**src/rtl/bpu_pkg.sv**
```systemverilog
package bpu_pkg;
  typedef enum logic [1:0] {
    OP_NONE = 2'b00,
    OP_BANK = 2'b01,
    OP_PAGE = 2'b10,
    OP_JUMP = 2'b11
  } bpu_op_e;
endpackage

```
**src/rtl/bpu_lit_reg.sv**
```systemverilog
module bpu_lit_reg #(
  parameter int W = 5
) (
  input  logic         clk,
  input  logic         rst,
  input  logic         load,
  input  logic [W-1:0] lit,
  output logic [W-1:0] q
);
  always_ff @(posedge clk) begin
    if (rst)       q <= '0;
    else if (load) q <= lit;
  end

  // the register only moves on an accepted load
  a_r9_hold_without_load: assert property (@(posedge clk) disable iff (rst)
    !load |=> $stable(q));
  a_r2_load_takes_literal: assert property (@(posedge clk) disable iff (rst)
    load |=> q == $past(lit));
endmodule

```
**src/rtl/bpu_flush_ctrl.sv**
```systemverilog
module bpu_flush_ctrl (
  input  logic clk,
  input  logic rst,
  input  logic take_branch,
  output logic ready
);
  logic flush_q;

  always_ff @(posedge clk) begin
    if (rst) flush_q <= 1'b0;
    else     flush_q <= take_branch;
  end

  assign ready = ~flush_q;

  a_r7_single_stall: assert property (@(posedge clk) disable iff (rst)
    !ready |=> ready);
  a_r7_stall_after_branch: assert property (@(posedge clk) disable iff (rst)
    take_branch |=> !ready);
endmodule

```
**src/rtl/bpu_branch_former.sv**
```systemverilog
module bpu_branch_former #(
  parameter int IMM_W = 11,
  parameter int SEL_W = 4,
  localparam int PC_W = IMM_W + SEL_W
) (
  input  logic             clk,
  input  logic             rst,
  input  logic             take_branch,
  input  logic             is_call,
  input  logic [IMM_W-1:0] imm,
  input  logic [SEL_W-1:0] page_sel,
  output logic             br_valid,
  output logic             br_call,
  output logic [PC_W-1:0]  br_pc
);
  always_ff @(posedge clk) begin
    if (rst) begin
      br_valid <= 1'b0;
      br_call  <= 1'b0;
      br_pc    <= '0;
    end else begin
      br_valid <= take_branch;
      if (take_branch) begin
        br_call <= is_call;
        br_pc   <= {page_sel, imm};
      end else begin
        br_call <= 1'b0;
      end
    end
  end

  a_r6_one_cycle_pulse: assert property (@(posedge clk) disable iff (rst)
    br_valid |=> !br_valid);
  a_r6_call_only_when_valid: assert property (@(posedge clk) disable iff (rst)
    br_call |-> br_valid);
endmodule

```
**src/rtl/bank_page_unit.sv**
```systemverilog
module bank_page_unit #(
  parameter int BANK_W = 5,
  parameter int OFS_W  = 7,
  parameter int PAGE_W = 7,
  parameter int SEL_W  = 4,
  parameter int IMM_W  = 11,
  localparam int PC_W   = IMM_W + SEL_W,
  localparam int ADDR_W = BANK_W + OFS_W
) (
  input  logic              clk,
  input  logic              rst,
  input  logic              op_valid,
  input  logic [1:0]        op_kind,
  input  logic              op_call,
  input  logic [IMM_W-1:0]  op_lit,
  input  logic [OFS_W-1:0]  data_ofs,
  output logic              op_ready,
  output logic [BANK_W-1:0] bank_q,
  output logic [PAGE_W-1:0] page_q,
  output logic [ADDR_W-1:0] data_addr,
  output logic              br_valid,
  output logic              br_call,
  output logic [PC_W-1:0]   br_pc
);
  import bpu_pkg::*;

  bpu_op_e kind;
  logic    accept, ld_bank, ld_page, take_br;

  assign kind    = bpu_op_e'(op_kind);
  assign accept  = op_valid & op_ready;
  assign ld_bank = accept & (kind == OP_BANK);
  assign ld_page = accept & (kind == OP_PAGE);
  assign take_br = accept & (kind == OP_JUMP);

  bpu_lit_reg #(.W(BANK_W)) u_bank (
    .clk(clk), .rst(rst), .load(ld_bank),
    .lit(op_lit[BANK_W-1:0]), .q(bank_q)
  );

  bpu_lit_reg #(.W(PAGE_W)) u_page (
    .clk(clk), .rst(rst), .load(ld_page),
    .lit(op_lit[PAGE_W-1:0]), .q(page_q)
  );

  bpu_flush_ctrl u_flush (
    .clk(clk), .rst(rst), .take_branch(take_br), .ready(op_ready)
  );

  bpu_branch_former #(.IMM_W(IMM_W), .SEL_W(SEL_W)) u_branch (
    .clk(clk), .rst(rst), .take_branch(take_br), .is_call(op_call),
    .imm(op_lit), .page_sel(page_q[PAGE_W-1:PAGE_W-SEL_W]),
    .br_valid(br_valid), .br_call(br_call), .br_pc(br_pc)
  );

  assign data_addr = {bank_q, data_ofs};

  // the target's upper bits match the page latch (unchanged during the flush)
  a_r5_page_in_target: assert property (@(posedge clk) disable iff (rst)
    br_valid |-> br_pc[PC_W-1:IMM_W] == page_q[PAGE_W-1:PAGE_W-SEL_W]);
  // a valid target always coincides with the flush stall
  a_r7_flush_with_target: assert property (@(posedge clk) disable iff (rst)
    br_valid |-> !op_ready);
  // a branch does not touch bank or page
  a_r8_branch_keeps_regs: assert property (@(posedge clk) disable iff (rst)
    take_br |=> $stable(bank_q) && $stable(page_q));
endmodule

```
**config.mk**
```make
export PLATFORM = sky130hd
export DESIGN_NAME = bank_page_unit
export DESIGN_NICKNAME = d
export VERILOG_FILES = /design/src/rtl/bpu_pkg.sv /design/src/rtl/bpu_lit_reg.sv /design/src/rtl/bpu_flush_ctrl.sv /design/src/rtl/bpu_branch_former.sv /design/src/rtl/bank_page_unit.sv
export SDC_FILE = /design/constraint.sdc
export NUM_CORES = 1
export LEC_CHECK = 0
export ABC_CLOCK_PERIOD_IN_PS = 1600
export BUFFER_PORTS_ARGS = -buffer_cell sky130_fd_sc_hd__buf_2
export CORE_ASPECT_RATIO = 0.9
export CORE_MARGIN = 4
export CORE_UTILIZATION = 40
export DETAILED_ROUTE_END_ITERATION = 7
export GPL_ROUTABILITY_DRIVEN = 1
export PLACE_DENSITY = 0.69
export SETUP_SLACK_MARGIN = 0.02
export SLEW_MARGIN = 20
export SYNTH_ARGS = -nofsm -noshare
export SYNTH_HDL_FRONTEND = slang
export SYNTH_SLANG_ARGS = --single-unit
export TNS_END_PERCENT = 1
```
**constraint.sdc**
```tcl
create_clock -name clk -period 1.6 [get_ports clk]
set_clock_uncertainty 0.2 [all_clocks]
set_input_delay 0.32 -clock clk [delete_from_list [all_inputs] [get_ports clk]]
set_output_delay 0.32 -clock clk [all_outputs]
set_load 0.1 [all_outputs]
```
# Word-level counts from Yosys, hierarchy flattened
# Index checks and enable logic that the tools add are counted.
# totals
register_bits,29
in_bits,24
out_inout_bits,42
wordCells,15
# classes
n_eq_ne,3
n_bitwise,6
reduce_logical,1
# ops
cell,count
bitwise AND 1 bit,4
"equality test 2 bit, second input constant",2
"equality test 2 x 1 -> 1 bit, second input constant",1
NOT 1 bit,2
OR reduction 2 bit,1

# Logic depth before layout (Yosys ltp)
# Gate-level depths: netlist of run 1.
# logic_depth
ltp_word,5
depth_mapped,4
ltp_nobuf,2

# Modules after synthesis
# Synthesis of run 1 repeated with hierarchy kept, for this count alone.
# hier_totals
cells_unflattened,108
hier_area_um2,1183.6
# by_module_without_submodules
module,instances,cells_per_inst,area_each_um2,seq_area_each_um2
bpu_branch_former,1,52,598.1,340.3
bpu_lit_reg at u_page,1,22,247.7,140.1
bpu_lit_reg at u_bank,1,16,180.2,100.1
bank_page_unit,1,15,120.1,0.0
bpu_flush_ctrl,1,3,37.5,20.0

# Least setup slack after synthesis of run 1
# OpenSTA, ideal clock, no wires.
# synth_timing
kind,register to output
startpoint,"reg, netlist name u_branch.br_valid"
endpoint,out op_ready
arrival_ns,1.682
t_required_ns,1.080
setup_slack_ns,-0.602
stages_incl_launch_ff,2
n_path_buf,0
cell_sequence,dfxtp_1 -> inv_1
# synth_rtl
item,line,text
to (decl),bank_page_unit.sv:17,"output logic op_ready,"

# Worst setup path after layout of run 1
# layout_timing
startpoint,reg u_bank.q[0]
endpoint,out bank_q[0]
# layout_rtl
item,line,text
from (decl),bpu_lit_reg.sv:8,output logic [W-1:0] q
from (signal assigned),bpu_lit_reg.sv:12,else if (load) q <= lit;
to (decl),bank_page_unit.sv:18,"output logic [BANK_W-1:0] bank_q,"
# No word-level cell between the ends.

==> results of run 1 <==
==> layer usage <==
layer	vias to the layer above	part of all wire
li1	469	-
met1	432	0.41
met2	30	0.51
met3	7	0.057
met4	0	0.018
met5	-	0
==> metrics by stage <==
stage	util	std cells	hold WS (ns)	total power, uW	setup WS (ns)
final	0.551	204	0.0453	1560	0.0760
after global routing	0.551	204	0.0372	1630	0.000298
after CTS	0.550	204	0.0359	1580	-0.0664
after detailed placement	0.509	197	0.266	1120	0.173
after global placement	0.509	197	0.256	1110	0.237
after floorplan	-	122	0.275	1130	-0.294
==> state kept, by name (all words and copies together), names as in the netlist <==
signal             cells
u_branch.br_pc        15
u_bank.q               5
u_branch.br_valid      1
u_page.q               7
u_branch.br_call       1
==> layout by cell type (no fill, tap or decap), drive strengths merged <==
cell type   n
inv         1
mux2i      27
and4bb      1
buf        53
nand2b     38
nor3b       1
clkbuf      7
nand4bb     2
nand4b      1
dfxtp      29
nor2        1
and4b       1
==> report_power, final <==
part	switching, uW	internal (uW)
Clock	236	207
Combinational	254	102
Sequential	15.9	743
==> final cells by class <==
type	instances	area, um2
Sequential cell	29	583
Clock buffer	7	55.1
Fill cell	291	1390
Tap cell	42	52.6
Timing Repair Buffer	53	437
Inverter	1	3.75
Multi-Input combinational cell	72	573
==> worst max-delay path by stage <==
stage          slack (ns)  cells past startpoint             to
2_1_floorplan       -0.29                      1  data_addr[11]
3_3_place_gp         0.24                      3    u_bank.q[2]
3_5_place_dp         0.17                      3    u_bank.q[3]
4_1_cts             -0.07                      1      bank_q[0]
5_1_grt            0.0003                      1      bank_q[0]
6_report             0.08                      1      bank_q[0]
==> logic make-up (layout without fill, tap and decap cells) <==
logic type	after synthesis	count (layout)	share of synthesized area
and+or+nand+nor	45	45	0.232
DFF	29	29	0.446
muxes	27	27	0.207
buffers and inverters	21	61	0.114
==> timing repair <==
| action | 4_1_cts | 5_1_grt |
|---|---|---|
| setup endpoints to repair | 29 | 2 |
| resized for setup | 28 | 4 |
| endpoints found under the hold margin | 0 | 0 |
==> metrics.cfg, run 1 <==
[timing]
worst_slew_pin_slew_ns=0.496
slew_headroom=0.669
final-hold-violation-count=0
fmax_mhz=656
post-route-period-util=0.953
tns_ns=0
slew_violations=0
rsz0062_at_grt=true
period_minus_slack_ns=1.52
final-setup-viol-count=0

[synth]
synth-seq-cells=29
synthFlopType=dfxtp_1
postSynthAreaPerCell_um2=10.7
synthArstFlopShare=0
synthDistinctLibCells=15
synth-edff-count=0
synth_area_leader_cell=dfxtp_1
synth_area_leaders=dfxtp_1 (45%), mux2i_1 (21%), nand2b_1 (18%), buf_4 (6.9%), nand4bb_1 (1.7%)
ys_warn_count=0
synth_area_um2=1300
syn_nets=146
synth_common_cells=nand2b_1 (38), dfxtp_1 (29), mux2i_1 (27)
yosys.area.top_type_share=0.446
yosysMostFrequentCell=nand2b_1
synth_cells=122
yosysSeqAreaShare=0.446

[critical_path]
path_class=reg2out
setup.worst_path.start=u_bank.q[0]
cp_num_buf_inv=1
path_cells=buf_4
crit_arrival_ns=1.00
crit_path_start_kind=flop
end_kind=output port
crit_required_ns=1.08
crit_path_max_incr_delay_ns=0.37
rrSetupSlack_ns=0.25
reg2reg_to=u_branch.br_pc[4]
critPathTopFamily=flip-flops
crit_path_top_delay_cell=dfxtp_1
r2r_start=u_branch.br_valid
worst-path-max-fanout=3
rr_worst_depth=3

[hold_path]
whs_endpoint=u_branch.br_pc[9]
hold_start=op_lit[9]
hp-class=in2reg
hold_depth=3

[run]
cap_violations=0

[power]
p_per_area_nw_per_um2=914
peakVddDrop_uv=665
p_leak_uw=0.000770

[global_route]
use_met3=0.0595
gr-total-overflow=0
grt_pass1_wl_um=4550
use_met2=0.226
grt_util_met1=0.171
grt_usage=0.145
grt_max_degree=41
antenna_found_initial=0
grt-busiest-layer=met2
grt_pass1_vias=976

[cts]
insertion_delay_ns=0.32
cts-root-buf=clkbuf_4
clk_path_buf_depth=2
cts_setup_buffers=0
numCtsBuffers=5
cts_tree=built
cts_max_level=2
path_clk_slew_ns=0.09
hold_buffers=0
cts_sinks=29

[layout]
fin_nets=186
drive_gt1_frac=0.383
area_growth_pct=30.8
stdcell_area_um2=1700
antenna_cells_inserted=0

[route]
drc=0
num_vias=938
dr.pass1.iters=4
viasPerCell=4.60
finalWirelength_um=2730
final_antenna_net_count=0
initialDrtViolationCount=32
avgRoutedWirePerCell_um=13.4

[status]
status=finished clean

[floorplanning]
start_util=0.421
die_y_um=62.1
design.portCount=66
dieArea_um2=4230
die_width_um=68.2
row_count=19
core_area_um2=3090

[placement]
place_hpwl_um=1980
place_congestion=0.701
numPortBuffers=51
dpl_cell_area_um2=1570

Power figures use the tool's default switching activity.
==> run 2: changes to the inputs <==
--- a/config.mk
+++ b/config.mk
@@ -12,7 +12,7 @@
 export CORE_UTILIZATION = 40
 export DETAILED_ROUTE_END_ITERATION = 7
 export GPL_ROUTABILITY_DRIVEN = 1
-export PLACE_DENSITY = 0.69
+export PLACE_DENSITY = 0.73
 export SETUP_SLACK_MARGIN = 0.02
 export SLEW_MARGIN = 20
 export SYNTH_ARGS = -nofsm -noshare
==> run 2 against run 1 <==
Sequential cell count did not move; power is 1.5% lower; count of clock-buffer cells in the layout shrank 2; clock power decreased by 4%; fmax shrank 0.82%; combinational power shrank 2%; final area down 1.7%; via count up 1.5%; critical path depth did not move; worst hold slack worse by 0.0086 ns; critical path type unchanged.
==> metrics.cfg, run 2 (synthesized netlist as in run 1, its figures left out) <==
[hold_path]
hold_depth=3
hp-class=in2reg

[timing]
post-route-period-util=0.960
final-setup-viol-count=0
worst_slew_pin_slew_ns=0.479
slew_headroom=0.681
fmax_mhz=651
rsz0062_at_grt=true
holdWs_ns=0.0367
setup_slack_ns=0.0634
tns_ns=0
slew_violations=0
final-hold-violation-count=0
period_minus_slack_ns=1.54

[layout]
final_cells=205
final_common_cell=nand2b_1
largest_reg_flops=15
area_growth_pct=28.6
regArea_um2=584
drive_gt1_frac=0.399
fin_nets=186
regMostFlops=u_branch.br_pc
mostFrequentLayoutCells=nand2b_1 (38), buf_4 (31), mux2i_1 (27), dfxtp_1 (26), buf_2 (16)
multi_input_area_um2=573
reg.largest.list=u_branch.br_pc x15, u_page.q x7, u_bank.q x5
nFillCells=296
antenna_cells_inserted=0

[power]
p_int_uw=1010
p_switching_uw=528
combPwrFrac=0.228
power_uw=1530
p_leak_uw=0.000763
switching_share=0.344
peakVddDrop_uv=554
clkPwrFrac=0.278
p_seq_frac=0.495
p_per_area_nw_per_um2=915

[route]
drc=0
dr.pass1.iters=4
avgRoutedWirePerCell_um=13.1
num_vias=952
initialDrtViolationCount=20
finalWirelength_um=2690
final_antenna_net_count=0
viasPerCell=4.64

[critical_path]
rrSetupSlack_ns=0.26
path_class=reg2out
worst-path-max-fanout=3
rr_worst_depth=3
critPathTopFamily=flip-flops
cp_num_cells=1
crit_required_ns=1.08
end_kind=output port
path_cells=buf_4
crit_arrival_ns=1.02
crit_path_start_kind=flop
crit_path_max_incr_delay_ns=0.38
crit_path_top_delay_cell=dfxtp_1
cp_num_buf_inv=1

[placement]
numPortBuffers=51
dp_cells=197
pre_cts_ws_ns=0.205
place_hpwl_um=2020
place_congestion=0.751

[floorplanning]
core_area_um2=3090
die_width_um=68.2
row_count=19
design.portCount=66
start_util=0.421
die_y_um=62.1
dieArea_um2=4230

[run]
cap_violations=0

[global_route]
grt_max_degree=41
grt_pass1_vias=1008
antenna_found_initial=0
gr-total-overflow=0
grt_pass1_wl_um=4690
grt_usage=0.145

[cts]
numCtsBuffers=5
hold_buffers=0
insertion_delay_ns=0.32
cts_sinks=29
cts_setup_buffers=0
path_clk_slew_ns=0.10
cts_max_level=2
cts-root-buf=clkbuf_4
clk_path_buf_depth=2
cts_tree=built

[status]
status=finished clean

## run 2: cell type report
cell class              count  area share
clock buffers               5      0.0224
repair buffers             53       0.243
inverters                   1     0.00224
flip-flops and latches     29       0.349
well taps                  42      0.0314
multi-input cells          72       0.342
clock inverters             3      0.0105
## run 2: stage by stage
stage	instance area, um2	utilization
finish	1680	0.542
global route	1680	0.542
CTS	1660	0.537
detailed placement	1530	0.494
global placement	1530	0.494
floorplan	1310	-
## run 2: per-layer routing
layer | GRT usage | part of all wire | vias up
met5 | 0 | 0 | -
met4 | 0.0496 | 0.022 | 0
li1 | - | - | 465
met3 | 0.0685 | 0.083 | 10
met2 | 0.244 | 0.52 | 32
met1 | 0.154 | 0.37 | 445
## run 2: final timing paths
path | start | endpoint
setup / recovery | u_bank.q[1] | bank_q[1]
hold / removal | op_lit[9] | u_branch.br_pc[9]
hold reg to reg | u_branch.br_pc[5] | u_branch.br_pc[5]
setup reg to reg | u_branch.br_valid | u_branch.br_pc[0]
## run 2: timing repair
item / in CTS / in global routing
pin swaps: 0 / 0
endpoints found under the setup margin: 31 / 9
gates resized for setup: 30 / 8
## run 2: power groups by stage
stage | combinational, uW | clock [uW] | sequential, uW
after floorplan | 204 | 0 | 928
after global placement | 331 | 0 | 772
after detailed placement | 335 | 0 | 773
after CTS | 349 | 438 | 759
after global routing | 365 | 488 | 763
final | 349 | 426 | 759
==> run 3: changes to the inputs <==
--- a/config.mk
+++ b/config.mk
@@ -9,12 +9,12 @@
 export BUFFER_PORTS_ARGS = -buffer_cell sky130_fd_sc_hd__buf_2
 export CORE_ASPECT_RATIO = 0.9
 export CORE_MARGIN = 4
-export CORE_UTILIZATION = 40
+export CORE_UTILIZATION = 44
 export DETAILED_ROUTE_END_ITERATION = 7
 export GPL_ROUTABILITY_DRIVEN = 1
-export PLACE_DENSITY = 0.73
+export PLACE_DENSITY = 0.79
+export RECOVER_POWER = 25
 export SETUP_SLACK_MARGIN = 0.02
-export SLEW_MARGIN = 20
 export SYNTH_ARGS = -nofsm -noshare
 export SYNTH_HDL_FRONTEND = slang
 export SYNTH_SLANG_ARGS = --single-unit
==> run 3 against run 2 <==
Combinational power about the same; worst hold slack improved by 0.033 ns; utilization rose by 6.0 points; count of clock-buffer cells in the layout increased by 2; critical endpoint is now data_addr[8]; largest cell class unchanged.
==> metrics.cfg, run 3 (synthesized netlist as in run 1, its figures left out) <==
[placement]
dp_cells=194
numPortBuffers=51
place_hpwl_um=1960
place_congestion=0.702

[critical_path]
critPathTopFamily=flip-flops
worst-path-max-fanout=3
path_cells=clkbuf_4
cp_num_buf_inv=1
crit_path_max_incr_delay_ns=0.37
crit_arrival_ns=1.01
rrSetupSlack_ns=0.24
reg2reg_to=u_branch.br_pc[12]
crit_required_ns=1.08
end_kind=output port
crit_path_start_kind=flop
rr_worst_depth=3
path_class=reg2out
setup.worst_path.start=u_bank.q[1]
crit_path_top_delay_cell=dfxtp_1
r2r_start=u_branch.br_valid

[floorplanning]
row_count=18
die_width_um=65.4
dieArea_um2=3900
design.portCount=66
core_area_um2=2790
start_util=0.466
die_y_um=59.6

[power]
p_per_area_nw_per_um2=947
p_leak_uw=0.000769
power_uw=1590
peakVddDrop_uv=575

[hold_path]
hold_depth=3
hold_start=op_lit[7]
whs_endpoint=u_branch.br_pc[7]
hp-class=in2reg

[layout]
area_growth_pct=29.0
nFillCells=273
regMostFlops=u_branch.br_pc
final_cells=202
drive_gt1_frac=0.383
mostFrequentLayoutCells=nand2b_1 (38), buf_4 (29), mux2i_1 (27), dfxtp_1 (27), buf_2 (16)
antenna_cells_inserted=0
final_common_cell=nand2b_1
largest_reg_flops=15
fin_nets=185
reg.largest.list=u_branch.br_pc x15, u_page.q x7, u_bank.q x5

[route]
finalWirelength_um=2570
num_vias=931
final_antenna_net_count=0
dr.pass1.iters=4
drc=0
initialDrtViolationCount=27
avgRoutedWirePerCell_um=12.7
viasPerCell=4.61

[global_route]
grt_usage=0.138
antenna_found_initial=0
grt_pass1_vias=918
grt_pass1_wl_um=4140
grt_max_degree=41
gr-total-overflow=0

[timing]
fmax_mhz=654
slew_violations=0
period_minus_slack_ns=1.53
worst_slew_pin_slew_ns=0.472
post-route-period-util=0.955
rsz0062_at_grt=true
slew_headroom=0.685
final-setup-viol-count=0
final-hold-violation-count=0

[status]
status=finished clean

[cts]
path_clk_slew_ns=0.09
numCtsBuffers=5
cts_tree=built
hold_buffers=0
cts-root-buf=clkbuf_4
cts_max_level=2
clk_path_buf_depth=2
cts_sinks=29
insertion_delay_ns=0.30

[run]
cap_violations=0

-- run 3: worst max path at each step --
stage | end | slack [ns] | depth (start not counted)
detailed placement | u_branch.br_pc[4] | 0.19 | 4
floorplan | data_addr[11] | -0.29 | 1
CTS | data_addr[8] | -0.04 | 1
global route | data_addr[8] | -0.01 | 1
global placement | u_branch.br_pc[11] | 0.23 | 4
finish | data_addr[8] | 0.07 | 1
-- run 3: layer usage --
layer,global-route usage,vias to the layer above,share of wire
met5,0,-,0
met2,0.245,26,0.52
met3,0.0531,2,0.051
met4,0.0444,0,0.0074
li1,-,466,-
met1,0.152,437,0.42
-- run 3: report_power, final --
group | total [uW] | switching [uW] | internal, uW | leakage, uW
logic | 347 | 251 | 95.6 | 0.000491
registers | 758 | 14.6 | 743 | 0.000236
clock network | 486 | 232 | 254 | 0.0000413
-- run 3: per-stage QoR --
stage | setup WS, ns | utilization | hold slack (ns) | area [um2] | TNS, ns
2_1_floorplan | -0.294 | - | 0.275 | 1310 | -1.54
3_3_place_gp | 0.229 | 0.549 | 0.256 | 1530 | 0
3_5_place_dp | 0.195 | 0.549 | 0.263 | 1530 | 0
4_1_cts | -0.0444 | 0.599 | 0.0552 | 1670 | -0.0877
5_1_grt | -0.0137 | 0.602 | 0.0540 | 1680 | -0.0270
6_report | 0.0715 | 0.602 | 0.0697 | 1680 | 0
-- run 3: area by class of cell --
type | count | area (um2) | share of cell area
clock buffer | 7 | 65.1 | 0.0387
clock inverter | 1 | 5.00 | 0.00298
inverter | 1 | 3.75 | 0.00223
multi-input combinational | 72 | 573 | 0.341
sequential | 29 | 583 | 0.347
tap | 40 | 50.0 | 0.0298
timing repair buffer | 52 | 400 | 0.238
-- run 3: timing repair --
item / CTS / global route
buffers inserted: 0 / 0
setup endpoints to repair: 30 / 3
resized for setup: 28 / 3
-- run 3: tightest hold or removal path: cells and delay by family --
kind                   cells  cell delay (ns)
multiplexers               1             0.06
AND/OR/NAND/NOR            1             0.05
buffers and inverters      1             0.10
